`src/rtl/bringup_pkg.sv`:
```
package bringup_pkg;

  localparam logic [4:0] DEV_PORT_BASE = 5'h10;
  localparam logic [4:0] DEV_GLOBAL    = 5'h1B;

  localparam logic [4:0] REG_PORT_CTRL = 5'h04;
  localparam logic [4:0] REG_VLAN_MAP  = 5'h06;
  localparam logic [4:0] REG_DEF_VID   = 5'h07;
  localparam logic [4:0] REG_GLB_CTRL  = 5'h04;
  localparam logic [4:0] REG_GLB_MON   = 5'h1A;

  localparam int         RST_BIT      = 15;
  localparam logic [15:0] RST_MASK    = 16'h8000;
  localparam logic [15:0] PSTATE_MASK = 16'h0003;
  localparam logic [15:0] PSTATE_OFF  = 16'h0000;
  localparam logic [15:0] PSTATE_FWD  = 16'h0003;
  localparam logic [15:0] DEST_MASK   = 16'h00F0;
  localparam int          DEST_LSB    = 4;
  localparam logic [15:0] VID_MASK    = 16'h0FFF;

  typedef enum logic [2:0] {
    FLD_PORT_OFF,
    FLD_SWRST,
    FLD_CPU_DEST,
    FLD_DEF_VID,
    FLD_VLAN_MAP,
    FLD_PORT_FWD
  } fieldSel_e;

  typedef struct packed {
    logic      reqOn;
    logic      reqWr;
    fieldSel_e fsel;
    logic      latchRd;
    logic      portClr;
    logic      portInc;
    logic      useCpu;
    logic      timerClr;
    logic      pollClr;
    logic      pollInc;
  } ctlStrobe_t;

  typedef struct packed {
    logic portLast;
    logic portEligible;
    logic drainDone;
    logic gapDone;
    logic pollLast;
    logic rstPending;
  } dpStatus_t;

endpackage

```
`src/rtl/bringup_dpath.sv`:
```
module bringup_dpath
  import bringup_pkg::*;
#(
  parameter int NUM_PORTS  = 11,
  parameter int CPU_PORT   = 5,
  parameter int CYC_PER_MS = 50000,
  parameter int DRAIN_MS   = 2,
  parameter int MAX_POLLS  = 1000
) (
  input  logic                 clk,
  input  logic                 rstN,
  input  ctlStrobe_t           ctl,
  input  logic [NUM_PORTS-1:0] phyMask,
  input  logic [15:0]          rspRdata,
  output dpStatus_t            st,
  output logic                 reqValid,
  output logic                 reqWrite,
  output logic [4:0]           reqDev,
  output logic [4:0]           reqReg,
  output logic [15:0]          reqWdata
);

  localparam int PW    = (NUM_PORTS > 1) ? $clog2(NUM_PORTS) : 1;
  localparam int PCW   = $clog2(CYC_PER_MS + 1);
  localparam int MSW   = $clog2(DRAIN_MS + 2);
  localparam int POLLW = $clog2(MAX_POLLS + 1);
  localparam logic [15:0] ALL_PORTS = 16'((32'd1 << NUM_PORTS) - 32'd1);
  localparam logic [15:0] CPU_BIT   = 16'(32'd1 << CPU_PORT);
  localparam logic [15:0] DEST_VAL  = 16'(CPU_PORT << DEST_LSB);

  logic [PW-1:0]    portCnt;
  logic [PW-1:0]    curPort;
  logic [PCW-1:0]   preCnt;
  logic [MSW-1:0]   msCnt;
  logic [POLLW-1:0] pollCnt;
  logic [15:0]      rdLatch;
  logic [NUM_PORTS-1:0] eligVec;
  logic [4:0]       portDev;
  logic [4:0]       fDev;
  logic [4:0]       fReg;
  logic [15:0]      fMask;
  logic [15:0]      fVal;

  // Port walker
  always_ff @(posedge clk) begin
    if (!rstN)            portCnt <= '0;
    else if (ctl.portClr) portCnt <= '0;
    else if (ctl.portInc) portCnt <= portCnt + PW'(1);
  end

  assign curPort = ctl.useCpu ? PW'(CPU_PORT) : portCnt;
  assign portDev = DEV_PORT_BASE + 5'(curPort);

  for (genvar i = 0; i < NUM_PORTS; i++) begin : g_elig
    assign eligVec[i] = phyMask[i] && (i != CPU_PORT);
  end

  assign st.portLast     = (portCnt == PW'(NUM_PORTS - 1));
  assign st.portEligible = eligVec[portCnt];

  // Millisecond timer
  always_ff @(posedge clk) begin
    if (!rstN) begin
      preCnt <= '0;
      msCnt  <= '0;
    end else if (ctl.timerClr) begin
      preCnt <= '0;
      msCnt  <= '0;
    end else if (preCnt == PCW'(CYC_PER_MS - 1)) begin
      preCnt <= '0;
      if (msCnt != '1) msCnt <= msCnt + MSW'(1);
    end else begin
      preCnt <= preCnt + PCW'(1);
    end
  end

  assign st.drainDone = (msCnt >= MSW'(DRAIN_MS));
  assign st.gapDone   = (msCnt != '0);


  prescale_bound_chk: assert property (@(posedge clk) disable iff (!rstN)
    32'(preCnt) < CYC_PER_MS);

  // Reset poll counter
  always_ff @(posedge clk) begin
    if (!rstN)            pollCnt <= '0;
    else if (ctl.pollClr) pollCnt <= '0;
    else if (ctl.pollInc) pollCnt <= pollCnt + POLLW'(1);
  end

  assign st.pollLast   = (pollCnt == POLLW'(MAX_POLLS - 1));
  assign st.rstPending = rspRdata[RST_BIT];


  poll_bound_chk: assert property (@(posedge clk) disable iff (!rstN)
    32'(pollCnt) < MAX_POLLS);

  // Read half of read-modify-write
  always_ff @(posedge clk) begin
    if (!rstN)            rdLatch <= '0;
    else if (ctl.latchRd) rdLatch <= rspRdata;
  end

  // Field decode
  always_comb begin
    fDev  = DEV_GLOBAL;
    fReg  = REG_GLB_CTRL;
    fMask = '0;
    fVal  = '0;
    case (ctl.fsel)
      FLD_PORT_OFF: begin
        fDev = portDev; fReg = REG_PORT_CTRL; fMask = PSTATE_MASK; fVal = PSTATE_OFF;
      end
      FLD_SWRST: begin
        fDev = DEV_GLOBAL; fReg = REG_GLB_CTRL; fMask = RST_MASK; fVal = RST_MASK;
      end
      FLD_CPU_DEST: begin
        fDev = DEV_GLOBAL; fReg = REG_GLB_MON; fMask = DEST_MASK; fVal = DEST_VAL;
      end
      FLD_DEF_VID: begin
        fDev = portDev; fReg = REG_DEF_VID; fMask = VID_MASK;
        fVal = 16'(curPort) + 16'd1;
      end
      FLD_VLAN_MAP: begin
        fDev = portDev; fReg = REG_VLAN_MAP; fMask = ALL_PORTS;
        fVal = ctl.useCpu ? (ALL_PORTS & ~CPU_BIT) : CPU_BIT;
      end
      FLD_PORT_FWD: begin
        fDev = portDev; fReg = REG_PORT_CTRL; fMask = PSTATE_MASK; fVal = PSTATE_FWD;
      end
      default: ;
    endcase
  end

  assign reqValid = ctl.reqOn;
  assign reqWrite = ctl.reqWr;
  assign reqDev   = fDev;
  assign reqReg   = fReg;
  assign reqWdata = (rdLatch & ~fMask) | (fVal & fMask);

endmodule

```
`src/rtl/bringup_ctrl.sv`:
```
module bringup_ctrl
  import bringup_pkg::*;
(
  input  logic       clk,
  input  logic       rstN,
  input  logic       start,
  input  logic       rspDone,
  input  logic       rspErr,
  input  dpStatus_t  st,
  output ctlStrobe_t ctl,
  output logic       busy,
  output logic       fault,
  output logic       timedOut
);

  typedef enum logic [4:0] {
    S_IDLE, S_DIS_RD, S_DIS_WR, S_DRAIN, S_RST_RD, S_RST_WR,
    S_POLL_RD, S_POLL_DLY, S_DEST_RD, S_DEST_WR,
    S_VID_RD, S_VID_WR, S_MAP_RD, S_MAP_WR, S_FWD_RD, S_FWD_WR, S_SCAN
  } state_e;

  state_e state;
  state_e nextState;
  logic   cfgCpu;
  logic   accOk;
  logic   accErr;

  assign accOk = rspDone && !rspErr;

  always_comb begin
    ctl        = '0;
    ctl.fsel   = FLD_PORT_OFF;
    ctl.useCpu = cfgCpu;
    nextState  = state;
    case (state)
      S_IDLE: if (start) begin
        ctl.portClr = 1'b1;
        nextState   = S_DIS_RD;
      end
      S_DIS_RD: begin
        ctl.reqOn = 1'b1;
        if (accOk) nextState = S_DIS_WR;
      end
      S_DIS_WR: begin
        ctl.reqOn = 1'b1; ctl.reqWr = 1'b1;
        if (accOk) begin
          if (st.portLast) begin ctl.timerClr = 1'b1; nextState = S_DRAIN; end
          else begin ctl.portInc = 1'b1; nextState = S_DIS_RD; end
        end
      end
      S_DRAIN: if (st.drainDone) nextState = S_RST_RD;
      S_RST_RD: begin
        ctl.reqOn = 1'b1; ctl.fsel = FLD_SWRST;
        if (accOk) nextState = S_RST_WR;
      end
      S_RST_WR: begin
        ctl.reqOn = 1'b1; ctl.reqWr = 1'b1; ctl.fsel = FLD_SWRST;
        if (accOk) begin ctl.pollClr = 1'b1; nextState = S_POLL_RD; end
      end
      S_POLL_RD: begin
        ctl.reqOn = 1'b1; ctl.fsel = FLD_SWRST;
        if (accOk) begin
          if (!st.rstPending) nextState = S_DEST_RD;
          else if (st.pollLast) nextState = S_IDLE;
          else begin
            ctl.pollInc  = 1'b1;
            ctl.timerClr = 1'b1;
            nextState    = S_POLL_DLY;
          end
        end
      end
      S_POLL_DLY: if (st.gapDone) nextState = S_POLL_RD;
      S_DEST_RD: begin
        ctl.reqOn = 1'b1; ctl.fsel = FLD_CPU_DEST;
        if (accOk) nextState = S_DEST_WR;
      end
      S_DEST_WR: begin
        ctl.reqOn = 1'b1; ctl.reqWr = 1'b1; ctl.fsel = FLD_CPU_DEST;
        if (accOk) nextState = S_VID_RD;
      end
      S_VID_RD: begin
        ctl.reqOn = 1'b1; ctl.fsel = FLD_DEF_VID;
        if (accOk) nextState = S_VID_WR;
      end
      S_VID_WR: begin
        ctl.reqOn = 1'b1; ctl.reqWr = 1'b1; ctl.fsel = FLD_DEF_VID;
        if (accOk) nextState = S_MAP_RD;
      end
      S_MAP_RD: begin
        ctl.reqOn = 1'b1; ctl.fsel = FLD_VLAN_MAP;
        if (accOk) nextState = S_MAP_WR;
      end
      S_MAP_WR: begin
        ctl.reqOn = 1'b1; ctl.reqWr = 1'b1; ctl.fsel = FLD_VLAN_MAP;
        if (accOk) nextState = S_FWD_RD;
      end
      S_FWD_RD: begin
        ctl.reqOn = 1'b1; ctl.fsel = FLD_PORT_FWD;
        if (accOk) nextState = S_FWD_WR;
      end
      S_FWD_WR: begin
        ctl.reqOn = 1'b1; ctl.reqWr = 1'b1; ctl.fsel = FLD_PORT_FWD;
        if (accOk) begin
          if (cfgCpu) begin ctl.portClr = 1'b1; nextState = S_SCAN; end
          else if (st.portLast) nextState = S_IDLE;
          else begin ctl.portInc = 1'b1; nextState = S_SCAN; end
        end
      end
      S_SCAN: begin
        if (st.portEligible) nextState = S_VID_RD;
        else if (st.portLast) nextState = S_IDLE;
        else ctl.portInc = 1'b1;
      end
      default: nextState = S_IDLE;
    endcase
    ctl.latchRd = ctl.reqOn && !ctl.reqWr && rspDone;
    if (ctl.reqOn && rspDone && rspErr) nextState = S_IDLE;
  end

  assign accErr = ctl.reqOn && rspDone && rspErr;

  always_ff @(posedge clk) begin
    if (!rstN) begin
      state    <= S_IDLE;
      cfgCpu   <= 1'b0;
      fault    <= 1'b0;
      timedOut <= 1'b0;
    end else begin
      state <= nextState;
      if (state == S_IDLE && start) begin
        fault    <= 1'b0;
        timedOut <= 1'b0;
      end
      if (accErr) fault <= 1'b1;
      if (state == S_POLL_RD && accOk && st.rstPending && st.pollLast) timedOut <= 1'b1;
      if (accErr) cfgCpu <= 1'b0;
      else if (state == S_DEST_WR && accOk) cfgCpu <= 1'b1;
      else if (state == S_FWD_WR && accOk) cfgCpu <= 1'b0;
    end
  end

  assign busy = (state != S_IDLE);


  fault_quiet_chk: assert property (@(posedge clk) disable iff (!rstN)
    fault |-> !busy);


  fault_cause_chk: assert property (@(posedge clk) disable iff (!rstN)
    $rose(fault) |-> $past(rspDone && rspErr));


  timeout_quiet_chk: assert property (@(posedge clk) disable iff (!rstN)
    timedOut |-> !busy);

endmodule

```
`src/rtl/switch_bringup_seq.sv`:
```
module switch_bringup_seq
  import bringup_pkg::*;
#(
  parameter int NUM_PORTS  = 11,
  parameter int CPU_PORT   = 5,
  parameter int CYC_PER_MS = 50000,
  parameter int DRAIN_MS   = 2,
  parameter int MAX_POLLS  = 1000
) (
  input  logic                 clk,
  input  logic                 rstN,
  input  logic                 start,
  input  logic [NUM_PORTS-1:0] phyMask,
  output logic                 busy,
  output logic                 fault,
  output logic                 timedOut,
  output logic                 reqValid,
  output logic                 reqWrite,
  output logic [4:0]           reqDev,
  output logic [4:0]           reqReg,
  output logic [15:0]          reqWdata,
  input  logic                 rspDone,
  input  logic [15:0]          rspRdata,
  input  logic                 rspErr
);

  ctlStrobe_t ctl;
  dpStatus_t  st;

  bringup_ctrl u_ctrl (
    .clk      (clk),
    .rstN     (rstN),
    .start    (start),
    .rspDone  (rspDone),
    .rspErr   (rspErr),
    .st       (st),
    .ctl      (ctl),
    .busy     (busy),
    .fault    (fault),
    .timedOut (timedOut)
  );

  bringup_dpath #(
    .NUM_PORTS  (NUM_PORTS),
    .CPU_PORT   (CPU_PORT),
    .CYC_PER_MS (CYC_PER_MS),
    .DRAIN_MS   (DRAIN_MS),
    .MAX_POLLS  (MAX_POLLS)
  ) u_dpath (
    .clk      (clk),
    .rstN     (rstN),
    .ctl      (ctl),
    .phyMask  (phyMask),
    .rspRdata (rspRdata),
    .st       (st),
    .reqValid (reqValid),
    .reqWrite (reqWrite),
    .reqDev   (reqDev),
    .reqReg   (reqReg),
    .reqWdata (reqWdata)
  );


  req_hold_chk: assert property (@(posedge clk) disable iff (!rstN)
    (reqValid && !rspDone) |=> (reqValid && $stable(reqWrite) && $stable(reqDev)
                                && $stable(reqReg) && $stable(reqWdata)));


  idle_quiet_chk: assert property (@(posedge clk) disable iff (!rstN)
    !busy |-> !reqValid);

endmodule

```
`config.mk`:
```
export PLATFORM = sky130hd
export DESIGN_NAME = switch_bringup_seq
export DESIGN_NICKNAME = d
export VERILOG_FILES = /design/src/rtl/bringup_pkg.sv /design/src/rtl/bringup_dpath.sv /design/src/rtl/bringup_ctrl.sv /design/src/rtl/switch_bringup_seq.sv
export SDC_FILE = /design/constraint.sdc
export NUM_CORES = 1
export LEC_CHECK = 0
export BUFFER_PORTS_ARGS = -buffer_cell sky130_fd_sc_hd__buf_4
export CORE_MARGIN = 2
export CORE_UTILIZATION = 40
export DETAILED_ROUTE_END_ITERATION = 6
export PLACE_DENSITY_LB_ADDON = 0.15
export SLEW_MARGIN = 20
export SYNTH_ARGS = -nofsm -noshare
export SYNTH_HDL_FRONTEND = slang
export SYNTH_SLANG_ARGS = --single-unit
export TNS_END_PERCENT = 20
```
`constraint.sdc`:
```
create_clock -name clk -period 3.9 [get_ports clk]
set_input_delay 0.39 -clock clk [delete_from_list [all_inputs] [get_ports clk]]
set_output_delay 0.39 -clock clk [all_outputs]
set_load 0.05 [all_outputs]
```
==> metrics.md, run 1 <==
| Metric | Value |
|---|---|
| Outcome | `completed` |
| Fin area | `3960 um^2` |
| Die Area | `9209 um^2` |
| Gr usage total | `18.67%` |
| Die H | `95.97 um` |
| Initial Util | `41.18%` |
| Crit path largest cell delay | `0.66 ns` |
| Worst min path class | `in2reg` |
| Place WS | `1.251 ns` |
| Met3 WL | `493 um` |
| #FFs+latches synth | `56` |
| Clk slew on worst S/H paths | `0.10 ns` |
| Pwr Density | `366.4 nW/um^2` |
| CP Launch Type | `flop` |
| Dominant cells by area after synthesis | `dfxtp_1, o21ai_0, nor2_1, nand3_1, a21boi_0` |
| Post-Route Skew | `0.004164 ns` |
| Number of synthesized flops with an enable pin | `0` |
| Max_cap viols | `0` |
| Hold Violations, Final | `0` |
| Final TNS setup | `0 ns` |
| Setup violations, final | `0` |
| Layout net count | `519` |
| Vias in the first global route | `2975` |
| TritonCTS buffer count | `5` |
| Peak supply drop | `0.0002094 V` |
| Syn Area/Cell | `7.760 um^2` |
| Die Wd | `95.97 um` |
| Post-Syn Nets | `476` |
| Layout cells sized above 1 | `16.88%` |
| # diodes | `0` |
| Worst path required time | `3.51 ns` |
| # H-tree levels | `2` |
| DR WL met2 | `4102 um` |
| Sequential share of the synthesized area | `33.14%` |
| Vias | `3200` |
| Placed inst area | `3874 um^2` |
| Yosys cell types | `60` |
| # fillers | `842` |
| Dpl cells | `577` |
| Final WL | `8432 um` |
| Max frequency | `334.6 MHz` |
| Buf/Inv on CP | `3` |
| First-pass GRT wire length | `13620 um` |
| Clk_lat worst skew | `0.31 ns` |
| Critical Path End Type | `output port` |
| Worst-Margin Slew | `0.6596 ns` |
| Clock root buffer master | `clkbuf_8` |
| Routed length on met1 | `3737 um` |
| Top layer in use | `met4` |
| Hold_ws | `0.3315 ns` |
| Total power | `1.451 mW` |
| Crit-path slowest cell | `dfxtp_1` |
| Largest net degree at the start of global routing | `25` |
| Fin cells | `585` |
| Crit path DAT | `2.60 ns` |
| Post_cts resized | `0` |
| First-iteration detailed-routing DRC count | `189` |
| Final setup margin | `0.9110 ns` |
| Post-synthesis cell area | `3383 um^2` |
| Multi-input logic area | `2058 um^2` |
| Main synth FF type | `dfxtp_1` |
| Fin util | `48.20%` |
| Routed len/inst | `14.41 um` |
| Crit path max-delay family | `simple AND/OR/NAND/NOR gates` |
| Area growth, synth to finish | `17.05%` |
| Post-synth top area share | `33.14%` |
| Clock sinks | `56` |
| DRT Pass-1 Iters | `4` |
| Register area | `1121 um^2` |
| Slew Limit Fails | `0` |
| CTS Hold Bufs | `0` |
| CTS tree | `done` |
| Initial antenna violation count | `0` |
| Crit-path cells | `inv_1 > nor2_1 > nand2_1 > inv_1 > nor2_1 > a21oi_1 > buf_4` |
| Post-DP HPWL | `6185 um` |
| Slew HR | `55.62%` |
| Routed vias/inst | `5.470` |
| ANT nets after route | `0` |
| Post-CTS Setup Bufs | `0` |
| RSZ-0062 raised after global routing | `false` |
| Period utilization | `76.64%` |
| Number of core rows | `33` |
| Cells after Synth | `436` |
| Final min period | `2.989 ns` |
| FFs w/ async S/R, synth | `0%` |
| Critical path class | `reg2out` |
| GRT overflow | `0` |
| Routability Congestion | `0.8803` |
| # DRC | `0` |
| IO Pins | `63` |
| Yosys top cell by area | `dfxtp_1` |
| Port Buf Inserts | `60` |
| Clock tree buffer depth | `2` |
| CORE AREA | `8217 um^2` |
| Critical path fanouts, max | `16` |
| Yosys warns | `0` |
| LEAKAGE | `1.593 nW` |
## logic make-up after synthesis
kind of cell | Yosys count | synth area share [%]
AOI/OAI and AO/OA | 107 | 20.97
xor gates and xnor gates | 21 | 5.436
adders and majority gates | 8 | 2.959
buffers and inverters | 49 | 6.028
DFF | 56 | 33.14
muxes | 11 | 3.661
other | 1 | 0.1108
and+or+nand+nor | 183 | 27.70
## layer usage
metal | track usage, % | vias up
li1 | - | 1624
met1 | 23.11 | 1500
met2 | 32.81 | 68
met3 | 3.602 | 8
met4 | 5.476 | 0
met5 | 0 | -
## report_power, final
group / switching [mW] / total [mW] / leakage [nW] / internal (mW)
Sequential: 0.0397 / 0.645 / 0.453 / 0.606
Clock: 0.195 / 0.324 / 0.0456 / 0.129
Combinational: 0.318 / 0.482 / 1.09 / 0.164
Total: 0.552 / 1.45 / 1.59 / 0.899
## layout make-up
type / instances / share of cell area (%)
Multi-Input combinational cell: 331 / 51.97
Sequential cell: 56 / 28.31
Timing Repair Buffer: 65 / 12.32
Tap cell: 105 / 3.318
Inverter: 20 / 1.896
Clock buffer: 6 / 1.833
Clock inverter: 2 / 0.3476
## cells in the mapped netlist (3+ instances only)
cell type,instances
or3_1,3
o41ai_1,3
nor4_1,4
o31ai_1,3
o211a_1,3
xor2_1,9
and2_1,4
xnor2_1,12
nor3_1,8
and3_1,6
or2_2,3
a21oi_1,15
nand4_1,8
nor2b_1,7
a21boi_0,19
nand3_1,32
ha_1,8
nor2_1,44
clkbuf_1,21
o21ai_0,36
buf_4,5
inv_1,20
nand2b_1,10
nand2_1,38
a21o_1,5
dfxtp_1,56
mux2i_1,9
## worst min-delay path, delay by kind of cell
kind	cells	cell delay [ns]
and+or+nand+nor	1	0.05
buffers and inverters	1	0.11
AOI/OAI and AO/OA	1	0.06
## sequential cells by signal (all words and copies together) (netlist names)
name	cells
u_dpath.portCnt	4
u_dpath.pollCnt	10
u_ctrl.cfgCpu	1
u_dpath.rdLatch	16
u_ctrl.fault	1
u_ctrl.state	5
u_ctrl.timedOut	1
u_dpath.preCnt	16
u_dpath.msCnt	2
## worst paths after layout
path | cells past startpoint | to | from | slack, ns
hold reg to reg | 1 | u_dpath.preCnt[0]$_SDFF_PP0_ | u_dpath.preCnt[0]$_SDFF_PP0_ | 0.47
setup / recovery | 7 | reqWdata[4] | u_ctrl.state[3]$_SDFFE_PP0P_ | 0.91
setup reg to reg | 6 | u_ctrl.state[1]$_SDFFE_PP0P_ | u_dpath.pollCnt[0]$_SDFFE_PP0P_ | 1.31
hold / removal | 3 | u_dpath.rdLatch[2]$_SDFFE_PN0P_ | rspRdata[2] | 0.33
## layout by cell type (no fill, tap or decap), types with 3 or more instances in the layout
master / count
o41ai_1: 3
nor4_1: 4
nand2_1: 38
xor2_1: 9
and3_1: 6
o31ai_1: 3
or2_2: 3
nand3_1: 32
and2_1: 4
or3_1: 3
nor2b_1: 7
o211a_1: 3
clkbuf_8: 5
xnor2_1: 12
nor3_1: 8
mux2i_1: 9
inv_1: 20
ha_1: 8
nor2_1: 44
o21ai_0: 36
a21oi_1: 15
dfxtp_1: 56
a21o_1: 5
nand4_1: 8
a21boi_0: 19
nand2b_1: 10
buf_4: 65
Note: power is estimated with default switching activity, not from simulation.
==> inputs of run 2 (changes only) <==
clock period = 2.84 ns   (was 3.9 ns; I/O delays follow)
==> run 2 against run 1 <==
Non-clock buffer count is 8 higher. Sequential power up 38%. First-iteration DRC count is 12% higher. Count of clock-buffer cells in the layout fell by 1. Design area rose by 1.8%. Core utilization grew 0.88 points. Critical endpoint is now reqDev[0]. Register-to-register slack worse by 0.86 ns. Global-route usage up 0.59 points. Sequential share of layout area down 0.51 points. Clock power is 43% higher. Die area is the same.
==> metrics.md, run 2 (synthesized netlist as in run 1, its figures left out) <==
| Metric | Value |
|---|---|
| Outcome | `completed` |
| ANT nets after route | `0` |
| Die Area | `9209 um^2` |
| CORE AREA | `8217 um^2` |
| Peak supply drop | `0.0002156 V` |
| Routing usage on met3 | `4.307%` |
| # H-tree levels | `2` |
| Clock tree buffer depth | `2` |
| Top flop regs | `u_dpath.preCnt x16, u_dpath.rdLatch x16, u_dpath.pollCnt x10` |
| Final WL | `8444 um` |
| Port Buf Inserts | `60` |
| Post-Route Skew | `0.008315 ns` |
| Area growth, synth to finish | `19.19%` |
| Critical path fanouts, max | `16` |
| Critical path class | `reg2out` |
| Largest net degree at the start of global routing | `25` |
| DRT Pass-1 Iters | `5` |
| IO Pins | `63` |
| First-pass GRT wire length | `14110 um` |
| Slew Limit Fails | `0` |
| First-iteration detailed-routing DRC count | `212` |
| Layout cells sized above 1 | `18.65%` |
| # diodes | `0` |
| CTS tree | `done` |
| Clock root buffer master | `clkbuf_8` |
| TritonCTS buffer count | `5` |
| Placed inst area | `3938 um^2` |
| Most common cell after layout, fill and taps aside | `buf_4` |
| LEAKAGE | `1.629 nW` |
| RSZ-0062 raised after global routing | `false` |
| GR Util met1 | `24.64%` |
| Initial Util | `41.18%` |
| Initial antenna violation count | `0` |
| Routability Congestion | `0.9146` |
| Clk slew on worst S/H paths | `0.11 ns` |
| Place WS | `0.4561 ns` |
| # fillers | `841` |
| Met2 Track Usage GR | `33.04%` |
| Vias in the first global route | `3032` |
| Vias | `3226` |
| Gr usage total | `19.27%` |
| Worst-Margin Slew | `0.5443 ns` |
| Critical Path End Type | `output port` |
| Most frequent cells in the layout | `buf_4, dfxtp_1, nor2_1, nand2_1, o21ai_0` |
| GRT Max-Usage Layer | `met2` |
| Setup violations, final | `0` |
| GRT overflow | `0` |
| Post_cts resized | `0` |
| Multi-input logic area | `2062 um^2` |
| Number of core rows | `33` |
| Clk_lat worst skew | `0.32 ns` |
| Worst path required time | `2.56 ns` |
| Slew HR | `63.66%` |
| Crit path DAT | `2.29 ns` |
| Die H | `95.97 um` |
| Hold path depth | `3` |
| Final TNS setup | `0 ns` |
| Post-DP HPWL | `6308 um` |
| Max_cap viols | `0` |
| Final min period | `2.574 ns` |
| Worst min path class | `in2reg` |
| Die Wd | `95.97 um` |
| Register area | `1121 um^2` |
| Post-CTS Setup Bufs | `0` |
| Final setup margin | `0.2660 ns` |
| Layout net count | `527` |
| Routed vias/inst | `5.440` |
| Worst-case reg-to-reg path depth | `6` |
| Pwr Density | `501.4 nW/um^2` |
| Clock sinks | `56` |
| Max frequency | `388.5 MHz` |
| Hold Violations, Final | `0` |
| Routed len/inst | `14.24 um` |
| CTS Hold Bufs | `0` |
| # DRC | `0` |
| Fin area | `4033 um^2` |
| CP Launch Type | `flop` |
| Fin util | `49.08%` |
| Period utilization | `90.63%` |
[run 2: worst paths after layout]
check,from,slack [ns],endpoint
max,u_ctrl.state[3]$_SDFFE_PP0P_,0.27,reqDev[0]
min,rspRdata[13],0.22,u_dpath.rdLatch[13]$_SDFFE_PN0P_
min reg2reg,u_dpath.preCnt[0]$_SDFF_PP0_,0.48,u_dpath.preCnt[0]$_SDFF_PP0_
max reg2reg,u_dpath.pollCnt[0]$_SDFFE_PP0P_,0.45,u_ctrl.state[1]$_SDFFE_PP0P_
[run 2: layout make-up]
type,instances,area share (%)
Timing Repair Buffer,73,13.59
Clock inverter,3,0.6516
Multi-Input combinational cell,331,51.13
Sequential cell,56,27.80
Inverter,20,1.862
Clock buffer,5,1.706
Tap cell,105,3.258
[run 2: worst max-delay path, cell delays in order (launching register included)]
cell and delay (ns):
dfxtp_1 0.66, inv_1 0.24, and3_1 0.22, a21oi_1 0.19, nor2_1 0.14, or2_2 0.33, buf_4 0.19
[run 2: per-stage QoR]
step | instances | total power [mW] | hold WS, ns
after floorplan | 436 | 1.367 | 0.4261
after global placement | 585 | 1.569 | 0.4457
after detailed placement | 585 | 1.576 | 0.4564
final | 593 | 2.022 | 0.2221
after global routing | 593 | 2.141 | 0.2203
after CTS | 593 | 2.044 | 0.2180
[run 2: where the power goes]
group	internal (mW)	leakage [nW]	switching (mW)
registers	0.832	0.453	0.0563
clock network	0.180	0.0423	0.284
logic	0.237	1.13	0.432
[run 2: per-layer routing]
layer / up-vias / part of all wire (%)
met5: - / 0
met4: 0 / 0.91
met3: 8 / 5.1
met2: 71 / 49
met1: 1500 / 45
li1: 1647 / -
==> inputs of run 3 (changes only) <==
REMOVE_ABC_BUFFERS = 1   (was not set)
==> run 3 against run 2 <==
Routed wire length barely moved. Register-to-register slack worse by 0.12 ns. Worst hold slack got worse by 0.0034 ns. Die area is the same. Final cell count decreased by 0.67%. Critical path depth is 2 higher. Clock skew grew 0.0014 ns. Largest cell class unchanged. Clock power is 33% higher. Sequential power is 0.5% lower. Highest routed layer unchanged. Design area rose by 0.22%. Count of clock-buffer cells in the layout stayed put. Power grew 7.9%.
==> metrics.md, run 3 (synthesized netlist as in run 1, its figures left out) <==
| Metric | Value |
|---|---|
| TritonCTS buffer count | `5` |
| Clock sinks | `56` |
| Routability Congestion | `0.8350` |
| CP Launch Type | `flop` |
| Largest net degree at the start of global routing | `25` |
| Critical Path End Type | `output port` |
| Port Buf Inserts | `60` |
| Final WL | `8442 um` |
| Place WS | `0.3252 ns` |
| Post-CTS Setup Bufs | `0` |
| Clk_lat worst skew | `0.32 ns` |
| Post-Route Skew | `0.009690 ns` |
| Setup violations, final | `0` |
| Sw frac | `35.11%` |
| RSZ-0062 raised after global routing | `false` |
| Most frequent cells in the layout | `buf_4, dfxtp_1, nor2_1, nand2_1, o21ai_0` |
| DRT Pass-1 Iters | `5` |
| Fin area | `4041 um^2` |
| Share of total power in the clock network | `28.2%` |
| # diodes | `0` |
| Slew HR | `62.12%` |
| First-iteration detailed-routing DRC count | `223` |
| Comb pwr share | `31.2%` |
| GRT overflow | `0` |
| Final min period | `2.630 ns` |
| Die Wd | `95.97 um` |
| Layout cells sized above 1 | `17.98%` |
| Routed len/inst | `14.33 um` |
| Cell internal pwr | `1.416 mW` |
| Worst-Margin Slew | `0.5674 ns` |
| Placed inst area | `3911 um^2` |
| Area growth, synth to finish | `19.45%` |
| Peak supply drop | `0.0002705 V` |
| Die Area | `9209 um^2` |
| Critical path fanouts, max | `16` |
| Vias | `3195` |
| LEAKAGE | `1.637 nW` |
| Final setup margin | `0.2096 ns` |
| Critical path class | `reg2out` |
| IO Pins | `63` |
| Clock root buffer master | `clkbuf_8` |
| Sequential share of power | `40.5%` |
| Period utilization | `92.62%` |
| Clk slew on worst S/H paths | `0.10 ns` |
| CTS tree | `done` |
| Dpl cells | `582` |
| Hold Violations, Final | `0` |
| Vias in the first global route | `2969` |
| # DRC | `0` |
| Number of core rows | `33` |
| Pwr Density | `539.9 nW/um^2` |
| Top flop regs | `u_dpath.preCnt x16, u_dpath.rdLatch x16, u_dpath.pollCnt x10` |
| Fin cells | `589` |
| Max_cap viols | `0` |
| Crit path DAT | `2.35 ns` |
| CORE AREA | `8217 um^2` |
| Outcome | `completed` |
| Clock tree buffer depth | `2` |
| Slew Limit Fails | `0` |
| Worst path required time | `2.56 ns` |
| Layout net count | `524` |
| Worst min path class | `in2reg` |
| Routed vias/inst | `5.424` |
| # H-tree levels | `2` |
| Die H | `95.97 um` |
| ANT nets after route | `0` |
| Initial Util | `41.18%` |
| Post-DP HPWL | `6190 um` |
| First-pass GRT wire length | `13660 um` |
| Total net switching power | `0.7662 mW` |
| Initial antenna violation count | `0` |
| Max frequency | `380.2 MHz` |
| Most common cell after layout, fill and taps aside | `buf_4` |
| Gr usage total | `18.76%` |
run 3: cell count changes in the layout (fill, tap and decap cells not counted):
cell        previous run  this run
bufinv_16              0         2
clkinvlp_4             2         0
a21oi_2                1         0
buf_4                 73        70
dfxtp_2                0         1
a21oi_1               14        15
inv_8                  1         0
dfxtp_1               56        55
run 3: repair_timing:
action / in CTS / in global routing
hold endpoints to repair: 0 / 0
resized for setup: 0 / 1
endpoints found under the setup margin: 0 / 1
hold buffers: 0 / 0
run 3: critical path: stages, from the launching register on:
cell and delay (ns):
dfxtp_1 0.67, inv_1 0.25, nor2_1 0.15, buf_4 0.18, nand2_1 0.17, inv_1 0.12, nor2_1 0.05, a21oi_1 0.18
buf_4 0.24
run 3: path summary, 6_finish.rpt:
kind / cells after the start / endpoint / slack, ns / from
hold reg to reg: 1 / u_dpath.preCnt[0]$_SDFF_PP0_ / 0.47 / u_dpath.preCnt[0]$_SDFF_PP0_
setup reg to reg: 6 / u_ctrl.state[1]$_SDFFE_PP0P_ / 0.33 / u_dpath.pollCnt[0]$_SDFFE_PP0P_
setup / recovery: 8 / reqWdata[4] / 0.21 / u_ctrl.state[3]$_SDFFE_PP0P_
hold / removal: 3 / u_dpath.rdLatch[2]$_SDFFE_PN0P_ / 0.22 / rspRdata[2]
run 3: power groups by stage:
stage          clock [mW]  sequential [mW]  combinational (mW)
6_report            0.616            0.884               0.682
5_1_grt             0.656            0.891               0.737
4_1_cts             0.631            0.882               0.684
3_5_place_dp            0            0.900               0.681
3_3_place_gp            0            0.899               0.679
2_1_floorplan           0            0.917               0.424
run 3: cell type report:
| class | count | area, um^2 |
|---|---|---|
| Tap cell | 105 | 131.4 |
| Clock buffer | 5 | 68.82 |
| Timing Repair Buffer | 70 | 525.5 |
| Multi-Input combinational cell | 331 | 2058 |
| Fill cell | 813 | 4175 |
| Clock inverter | 2 | 60.06 |
| Inverter | 20 | 75.07 |
| Sequential cell | 56 | 1122 |
run 3: metal layers:
metal  routed length (um)  up-vias  track usage [%]
li1                     -     1632                -
met1                 3926     1448            24.32
met2                 3920      101            31.12
met4                  124        0            7.024
met5                    0        -                0
met3                  471       14            3.289
run 3: per-stage QoR:
| stage | setup TNS [ns] | power (mW) | hold slack [ns] | utilization, % |
|---|---|---|---|---|
| floorplan | -2.319 | 1.341 | 0.4122 | - |
| global placement | 0 | 1.578 | 0.4427 | 47.60 |
| detailed placement | 0 | 1.582 | 0.4534 | 47.60 |
| CTS | 0 | 2.197 | 0.2167 | 49.17 |
| global route | 0 | 2.284 | 0.2202 | 49.19 |
| finish | 0 | 2.182 | 0.2187 | 49.19 |
